### src/rtl/operand_shifter_pkg.sv
package operand_shifter_pkg;
  typedef enum logic [2:0] {
    K_LSL  = 3'd0,
    K_LSR  = 3'd1,
    K_ASR  = 3'd2,
    K_ROR  = 3'd3,
    K_RRX  = 3'd4,
    K_ASL  = 3'd5,
    K_RSV6 = 3'd6,
    K_RSV7 = 3'd7
  } shift_kind_e;

  function automatic logic [31:0] bit_rev32(input logic [31:0] d);
    logic [31:0] r;
    for (int i = 0; i < 32; i++) r[i] = d[31-i];
    return r;
  endfunction
endpackage

### src/rtl/shift_amount_sel.sv
module shift_amount_sel #(
  parameter int DATA_W = 32,
  parameter int IMM_W  = 5,
  parameter int REG_W  = 8,
  localparam int SH_W  = $clog2(DATA_W) + 1,
  localparam int ROT_W = $clog2(DATA_W)
) (
  input  logic             use_reg_i,
  input  logic [IMM_W-1:0] imm_i,
  input  logic [REG_W-1:0] reg_i,
  output logic [SH_W-1:0]  amt_clamp_o,
  output logic [ROT_W-1:0] amt_mod_o,
  output logic             amt_zero_o,
  output logic             amt_ge_w_o
);
  logic [REG_W-1:0] amt_sel;

  always_comb begin
    amt_sel     = use_reg_i ? reg_i : REG_W'(imm_i);
    amt_zero_o  = (amt_sel == '0);
    amt_ge_w_o  = (amt_sel >= REG_W'(DATA_W));
    // anything past DATA_W behaves like DATA_W+1: all fill, fill carry
    amt_clamp_o = (amt_sel > REG_W'(DATA_W)) ? SH_W'(DATA_W + 1) : amt_sel[SH_W-1:0];
    amt_mod_o   = amt_sel[ROT_W-1:0];
  end

  always_comb begin
    assert_clamp_range_R6: assert (amt_clamp_o <= SH_W'(DATA_W + 1))
      else $error("clamped amount out of range");
  end
endmodule

### src/rtl/shift_funnel.sv
// Right shifter on {data, guard}; guard bit ends up holding last bit out.
module shift_funnel #(
  parameter int DATA_W = 32,
  localparam int SH_W  = $clog2(DATA_W) + 1,
  localparam int EXT_W = DATA_W + 1
) (
  input  logic [DATA_W-1:0] data_i,
  input  logic              fill_i,
  input  logic [SH_W-1:0]   amt_i,
  output logic [DATA_W-1:0] data_o,
  output logic              out_bit_o
);
  logic [EXT_W-1:0] stage [SH_W+1];

  assign stage[0] = {data_i, 1'b0};

  for (genvar s = 0; s < SH_W; s++) begin : g_stage
    localparam int STEP = 1 << s;
    assign stage[s+1] = amt_i[s] ? {{STEP{fill_i}}, stage[s][EXT_W-1:STEP]} : stage[s];
  end

  assign data_o    = stage[SH_W][EXT_W-1:1];
  assign out_bit_o = stage[SH_W][0];
endmodule

### src/rtl/shift_rotator.sv
module shift_rotator #(
  parameter int DATA_W = 32,
  localparam int ROT_W = $clog2(DATA_W)
) (
  input  logic [DATA_W-1:0] data_i,
  input  logic [ROT_W-1:0]  amt_i,
  output logic [DATA_W-1:0] data_o
);
  logic [DATA_W-1:0] stage [ROT_W+1];

  assign stage[0] = data_i;

  for (genvar s = 0; s < ROT_W; s++) begin : g_stage
    localparam int STEP = 1 << s;
    assign stage[s+1] = amt_i[s] ? {stage[s][STEP-1:0], stage[s][DATA_W-1:STEP]} : stage[s];
  end

  assign data_o = stage[ROT_W];

  always_comb begin
    assert_rot_popcount_R4: assert ($countones(data_o) == $countones(data_i))
      else $error("rotate changed population count");
  end
endmodule

### src/rtl/operand_shifter.sv
module operand_shifter
  import operand_shifter_pkg::*;
#(
  parameter int DATA_W = 32,
  parameter int IMM_W  = 5,
  parameter int REG_W  = 8,
  localparam int SH_W  = $clog2(DATA_W) + 1,
  localparam int ROT_W = $clog2(DATA_W)
) (
  input  logic [DATA_W-1:0] value_i,
  input  logic [2:0]        kind_i,
  input  logic              use_reg_i,
  input  logic [IMM_W-1:0]  amt_imm_i,
  input  logic [REG_W-1:0]  amt_reg_i,
  input  logic              carry_i,
  output logic [DATA_W-1:0] result_o,
  output logic              carry_o
);
  shift_kind_e      kind;
  logic [SH_W-1:0]  amt_clamp;
  logic [ROT_W-1:0] amt_mod;
  logic             amt_zero, amt_ge_w;
  logic [DATA_W-1:0] fun_in, fun_out, rot_out;
  logic [SH_W-1:0]  fun_amt;
  logic             fun_fill, fun_bit;
  logic             is_left;

  assign kind = shift_kind_e'(kind_i);

  shift_amount_sel #(.DATA_W(DATA_W), .IMM_W(IMM_W), .REG_W(REG_W)) u_amt (
    .use_reg_i  (use_reg_i),
    .imm_i      (amt_imm_i),
    .reg_i      (amt_reg_i),
    .amt_clamp_o(amt_clamp),
    .amt_mod_o  (amt_mod),
    .amt_zero_o (amt_zero),
    .amt_ge_w_o (amt_ge_w)
  );

  // left shifts reuse the right funnel on a bit-reversed word
  always_comb begin
    is_left  = (kind == K_LSL) || (kind == K_ASL);
    fun_in   = is_left ? bit_rev32(value_i) : value_i;
    fun_amt  = (kind == K_RRX) ? SH_W'(1) : amt_clamp;
    unique case (kind)
      K_ASR:   fun_fill = value_i[DATA_W-1];
      K_RRX:   fun_fill = carry_i;
      default: fun_fill = 1'b0;
    endcase
  end

  shift_funnel #(.DATA_W(DATA_W)) u_funnel (
    .data_i   (fun_in),
    .fill_i   (fun_fill),
    .amt_i    (fun_amt),
    .data_o   (fun_out),
    .out_bit_o(fun_bit)
  );

  shift_rotator #(.DATA_W(DATA_W)) u_rot (
    .data_i(value_i),
    .amt_i (amt_mod),
    .data_o(rot_out)
  );

  always_comb begin
    result_o = value_i;
    carry_o  = carry_i;
    unique case (kind)
      K_LSL, K_ASL: if (!amt_zero) begin
        result_o = bit_rev32(fun_out);
        carry_o  = fun_bit;
      end
      K_LSR, K_ASR: if (!amt_zero) begin
        result_o = fun_out;
        carry_o  = fun_bit;
      end
      K_ROR: if (!amt_zero) begin
        result_o = rot_out;
        carry_o  = rot_out[DATA_W-1];
      end
      K_RRX: begin
        result_o = fun_out;
        carry_o  = fun_bit;
      end
      default: ;
    endcase
  end

  always_comb begin
    if (kind == K_RRX) begin
      assert_rrx_shape_R5: assert (result_o[DATA_W-1] == carry_i &&
                                   result_o[DATA_W-2:0] == value_i[DATA_W-1:1] &&
                                   carry_o == value_i[0])
        else $error("extended rotate shape wrong");
    end
    if (amt_zero && kind != K_RRX) begin
      assert_zero_pass_R7: assert (result_o == value_i && carry_o == carry_i)
        else $error("zero distance altered operand");
    end
    if (kind == K_ASR) begin
      assert_sign_keep_R3: assert (result_o[DATA_W-1] == value_i[DATA_W-1])
        else $error("arithmetic shift lost sign");
    end
    if (kind == K_LSR && amt_ge_w) begin
      assert_lsr_wide_zero_R2: assert (result_o == '0)
        else $error("wide logical right shift not zero");
    end
  end
endmodule

### config.mk
export PLATFORM = sky130hd
export DESIGN_NAME = operand_shifter
export DESIGN_NICKNAME = d
export VERILOG_FILES = /design/src/rtl/operand_shifter_pkg.sv /design/src/rtl/shift_amount_sel.sv /design/src/rtl/shift_funnel.sv /design/src/rtl/shift_rotator.sv /design/src/rtl/operand_shifter.sv
export SDC_FILE = /design/constraint.sdc
export NUM_CORES = 1
export LEC_CHECK = 0
export ABC_AREA = 1
export BUFFER_PORTS_ARGS = -buffer_cell sky130_fd_sc_hd__buf_2
export CAP_MARGIN = 20
export CORE_MARGIN = 5
export CORE_UTILIZATION = 60
export DETAILED_ROUTE_END_ITERATION = 16
export PLACE_DENSITY = 0.93
export SLEW_MARGIN = 20
export SYNTH_ARGS = -nofsm -noshare
export SYNTH_HDL_FRONTEND = slang
export SYNTH_HIERARCHICAL = 1
export SYNTH_SLANG_ARGS = --single-unit
### constraint.sdc
create_clock -name vclk -period 2.4
set_input_delay 0.12 -clock vclk [all_inputs]
set_output_delay 0.12 -clock vclk [all_outputs]
set_load 0.1 [all_outputs]
==> results of run 1 <==
## metrics by stage
step | setup WS [ps] | hold WS (ps) | cell area (µm²)
after floorplan | -539.5 | 970.8 | 7027
after CTS | -397.7 | 718.7 | 8999
after detailed placement | -657.7 | 709.9 | 8496
after global placement | -393.8 | 709.1 | 8496
## timing repair
| action | CTS |
|---|---|
| cloned | 4 |
| buffers inserted | 6 |
| pin swaps | 46 |
| resized for setup | 105 |
| setup endpoints to repair | 33 |
## routing by layer
layer | track usage | overflow
met1 | 0.7688 | 1
met2 | 0.8913 | 7
met3 | 0.6870 | 3
met4 | 0.7561 | 9
met5 | 0.4370 | 0
==> results.ini, run 1 <==
[placed_design]
gp_congestion = 1.258
portBuffers = 83
dp_cells = 1696
place_hpwl_um = 26410

[synthesis]
netlist_area_um2 = 6828
yosys_warnings = 6
syn_inst = 1472
synth_nets = 1522
syn_area_per_cell_um2 = 4.638

[outcome]
error_line = [ERROR GRT-0116] Global routing finished with congestion. Check the congestion regions in the DRC Viewer.
status = aborted with a tool error
haltStage = global routing

[global_route]
first_global_vias = 14300
grt-ovfl-total = 20
grt_pass1_wl_um = 80740
grt_start_max_net_pins = 36
grt.total_usage = 0.7749

[floorplan]
io_pins = 83
die_h_um = 116.7
start_util = 0.6057
rows = 39
die_x_um = 116.7

[clock_network]
cts_hold_buf = 0

==> inputs of run 2 (changes only) <==
Settings changed: CORE_UTILIZATION 60 to 40, PLACE_DENSITY 0.93 to unset, PLACE_DENSITY_LB_ADDON set to 0.15.
==> results.ini, run 2 <==
[outcome]
status = finished, violations left
violations = negative setup slack

[timing]
rsz0062_at_grt = true
setup_tns_ps = -13220
min_period_ps = 2908
setup-violations-final = 33
fin_crit_sh = 1.212
fin_ws_ps = -507.6
worst-slew-pin-transition_ps = 590.0
slew_headroom = 0.6057
slew_viol_final = 0
hold_viol_final = 0
fmax_ghz = 0.3439

[final_layout]
layout-drive-gt1-share = 0.3860
post-route-util = 0.6530
final_cells = 1891
final_common_cell = nand2_1
n_fill_cell = 1556
multi_input_area_um2 = 7278
sequential_cell_total = 0
seq_area_um2 = 0
nets = 1723
mostFrequentLayoutCells = nand2_1, nand3_1, buf_4
syn_to_final_growth_pct = 59.15
diodes = 0
nClkBuffers = 0

[critical_path]
cp-end-kind = output port
critPathRequiredTime_ps = 2280
startpoint_type = primary input
crit_arrival_ps = 2790
crit_type = in -> out
path_max_fanout = 7
crit_path_start = use_reg_i

[synthesis]
netlist_area_um2 = 6828  ; unchanged
synth_nets = 1522  ; unchanged
yosys_warnings = 6  ; unchanged
syn_inst = 1472  ; unchanged
syn_area_per_cell_um2 = 4.638  ; unchanged

[pwr]
powerDensity_nw_per_um2 = 426.8
p_leak_nw = 5.488
peakVddDrop_uv = 395.2

[route]
drcViolationCount = 0
antenna_left = 0
drt_wl_total_um = 38000
post_drt_wl_per_cell_um = 20.09
drtIter0Drc = 1428
routed_via_density = 6.084
first_pass_iters = 7
vias = 11510

[placed_design]
place_hpwl_um = 28610  ; +8.3%
portBuffers = 83  ; unchanged
dp_cells = 1860  ; +9.7%
gp_congestion = 1.085  ; -14%

[floorplan]
dieArea_um2 = 19780
die_h_um = 140.7  ; +21%
die_x_um = 140.7  ; +21%
io_pins = 83  ; unchanged
start_util = 0.4103  ; -0.1955
rows = 47  ; +21%
coreArea_um2 = 16640

[flow_run]
drv_cap = 0

[global_route]
grt_pass1_wl_um = 56750
grt_start_max_net_pins = 35
antenna_found_initial = 0
first_global_vias = 10260
grt.total_usage = 0.3544
grt-ovfl-total = 0

[min_path]
holdPathEnd = carry_o
hold_class = in -> out
min-delay-start = carry_i
hold_depth = 5

run 2: how the worst max path moves through the flow:
stage                   endpoint  slack [ps]  cells after the start
floorplan           result_o[19]        -540                     23
global placement     result_o[5]        -560                     24
detailed placement   result_o[4]        -620                     21
CTS                 result_o[22]        -380                     24
global route        result_o[11]        -590                     23
finish              result_o[22]        -510                     22
run 2: critical path, cell delays in order:
cell     delay [ps]
buf_12          100
inv_6            40
nand2_2          50
nand2_2          80
nor2_4          130
nand3_4         110
a21oi_1         150
inv_1           100
nor2_4          170
buf_12          130
buf_8           110
buf_12          120
nand3_2          90
nand3_2         100
nand3_2         110
nand3_2          80
nand2_1          70
nor2_2          130
nor2_1           60
nand2_1          60
nand4_1         340
buf_12          310
run 2: stage by stage:
step	instance area [µm²]	power (mW)	hold slack, ps	setup slack [ps]
after detailed placement	9145	3.939	804.1	-615.6
after global routing	10870	4.870	835.5	-590.3
after floorplan	7027	2.510	970.8	-539.5
after CTS	10140	4.275	813.0	-383.8
after global placement	9145	3.932	805.4	-559.7
final	10870	4.638	807.8	-507.6
run 2: layout make-up:
class              instances  area share
well taps                220     0.02533
multi-input cells       1284      0.6698
repair buffers           305      0.2712
repair inverters           3    0.003339
inverters                 79     0.03040
run 2: timing repair:
| item | in CTS | in global routing |
|---|---|---|
| setup endpoints to repair | 33 | 33 |
| buffers inserted | 13 | 11 |
| gates resized for setup | 173 | 138 |
| gates cloned | 6 | 1 |
| hold buffers | 0 | 0 |
| pin swaps | 83 | 72 |
run 2: power by group:
part,total [mW],switching (mW),internal [mW]
clock network,0,0,0
registers,0,0,0
logic,4.64,2.99,1.65
total,4.64,2.99,1.65
run 2: layer usage:
layer	GRT usage	up-vias	routed length [µm]
met3	0.08500	181	4586
met5	0	-	0
met1	0.4778	5183	15180
met4	0.1759	0	2631
met2	0.5265	863	15600
li1	-	5278	-
Note: power is estimated with default switching activity, not from simulation.
==> inputs of run 3 (changes only) <==
Settings changed: BUFFER_PORTS_ARGS -buffer_cell sky130_fd_sc_hd__buf_2 to unset, DONT_BUFFER_PORTS set to 1, SKIP_LAST_GASP set to 1.
==> results.ini, run 3 (same netlist as run 2, synthesis figures left out) <==
[global_route]
antenna_found_initial = 0  ; unchanged
first_global_vias = 9212  ; -10%
grt.total_usage = 0.3265  ; -0.02792
grt_pass1_wl_um = 52510  ; -7.5%
grt-ovfl-total = 0  ; unchanged
grt_start_max_net_pins = 49  ; +40%

[timing]
setup-violations-final = 33  ; unchanged
holdWs_ps = 583.4  ; -224.4 ps
fmax_ghz = 0.3581  ; +4.1%
fin_crit_sh = 1.164  ; -0.04782
worst-slew-pin-transition_ps = 961.8  ; +371.8 ps
rsz0062_at_grt = true
setup_tns_ps = -7657  ; +5566 ps
slew_headroom = 0.3581  ; -0.2476
slew_viol_final = 0  ; unchanged
fin_ws_ps = -392.9  ; +114.8 ps
min_period_ps = 2793  ; -114.8 ps
hold_viol_final = 0  ; unchanged

[placed_design]
portBuffers = 0  ; -100%
dp_cells = 1721  ; -7.5%
place_hpwl_um = 25650  ; -10%
gp_congestion = 1.014  ; -6.5%

[route]
first_pass_iters = 6  ; -1
post_drt_wl_per_cell_um = 20.08  ; about the same
drcViolationCount = 0  ; unchanged
routed_via_density = 6.129  ; +0.74%
antenna_left = 0  ; unchanged
drtIter0Drc = 1382  ; -3.2%
vias = 10680  ; -7.2%
drt_wl_total_um = 34990  ; -7.9%

[floorplan]
rows = 47  ; unchanged
io_pins = 83  ; unchanged
coreArea_um2 = 16640  ; unchanged
die_x_um = 140.7  ; unchanged
die_h_um = 140.7  ; unchanged
start_util = 0.4103  ; unchanged
dieArea_um2 = 19780  ; unchanged

[outcome]
violations = negative setup slack
status = finished, violations left

[final_layout]
nets = 1574  ; -8.6%
sequential_cell_total = 0  ; unchanged
final_common_cell = nand2_1
seq_area_um2 = 0  ; unchanged
layout-drive-gt1-share = 0.3055  ; -0.08048
syn_to_final_growth_pct = 42.70
nClkBuffers = 0  ; unchanged
final_cells = 1742  ; -7.9%
diodes = 0  ; unchanged
mostFrequentLayoutCells = nand2_1, nand3_1, nor2_1

[critical_path]
crit_type = in -> out
critPathRequiredTime_ps = 2280  ; about the same
path_cells = inv_12 > nand2_4 > nand2_4 > nor2_4 > nand3_4 > nand2_2 > nand2_2 > or2_4 > buf_12 > nand2_2 > nand3_2 > nand3_2 > nand3_1 > nand3_2 > nand3_4 > nor2_4 > nor2_1 > nand2_1 > nand4_1 > buf_12
crit_path_start = use_reg_i
cp-end-kind = output port
cpPeakStageDelay_ps = 350  ; about the same
path_max_fanout = 9  ; +2
crit_slowest_cell = or2_4
crit_arrival_ps = 2670  ; -120 ps
startpoint_type = primary input

[flow_run]
drv_cap = 0  ; unchanged

[pwr]
powerDensity_nw_per_um2 = 433.9  ; +1.7%
p_leak_nw = 4.774  ; -13%
peakVddDrop_uv = 423.3  ; +7.1%

[clock_network]
cts_hold_buf = 0  ; unchanged

[min_path]
min-delay-start = value_i[27]
hold_class = in -> out

==> run 3: cell types whose count changed in the layout (fill, tap and decap cells not counted), moves of 4 or more <==
cell,previous run,this run
nand3_2,141,114
nand3_1,345,373
nor2_1,118,126
buf_4,185,80
buf_12,50,59
nor2_2,27,19
nand2_2,85,89
inv_2,2,6
buf_2,49,1
==> run 3: path summary, 6_finish.rpt <==
check / end / slack (ps) / cells past startpoint
max: result_o[22] / -390 / 20
min: result_o[27] / 580 / 3
==> run 3: through the flow <==
step	power (mW)	setup slack (ps)	instance area, µm²	util
after detailed placement	3.681	-365.4	8352	0.5018
after floorplan	2.510	-539.5	7027	-
after CTS	3.922	-187.4	9109	0.5473
after global placement	3.678	-364.7	8352	0.5018
final	4.228	-392.9	9743	0.5854
after global routing	4.455	-452.3	9743	0.5854
==> run 3: layout make-up <==
| cell class | instances | area, µm² |
|---|---|---|
| multi-input cells | 1285 | 7078 |
| well taps | 220 | 275.3 |
| inverters | 79 | 329.1 |
| repair inverters | 1 | 16.27 |
| fillers | 1621 | 6899 |
| repair buffers | 157 | 2044 |
==> run 3: power breakdown <==
group | total, mW | internal (mW) | switching [mW] | leakage [nW]
combinational | 4.23 | 1.47 | 2.76 | 4.77
clock | 0 | 0 | 0 | 0
sequential | 0 | 0 | 0 | 0
total | 4.23 | 1.47 | 2.76 | 4.77
==> run 3: repair_timing <==
action / in CTS / in global routing
gates cloned: 7 / 1
pin swaps: 46 / 89
hold endpoints to repair: 0 / 0
setup buffers: 10 / 6
resized for setup: 133 / 128
endpoints found under the setup margin: 33 / 33
==> run 3: routing by layer <==
layer	up-vias	track usage	share of wire
li1	4989	-	-
met3	133	0.06468	0.13
met5	-	0	0
met4	0	0.1209	0.055
met1	4798	0.4531	0.40
met2	757	0.4995	0.42
==> run 3: critical path, delay by kind of cell <==
family	cells	cell delay, ps
buf+inv	3	490
simple gates	17	2040
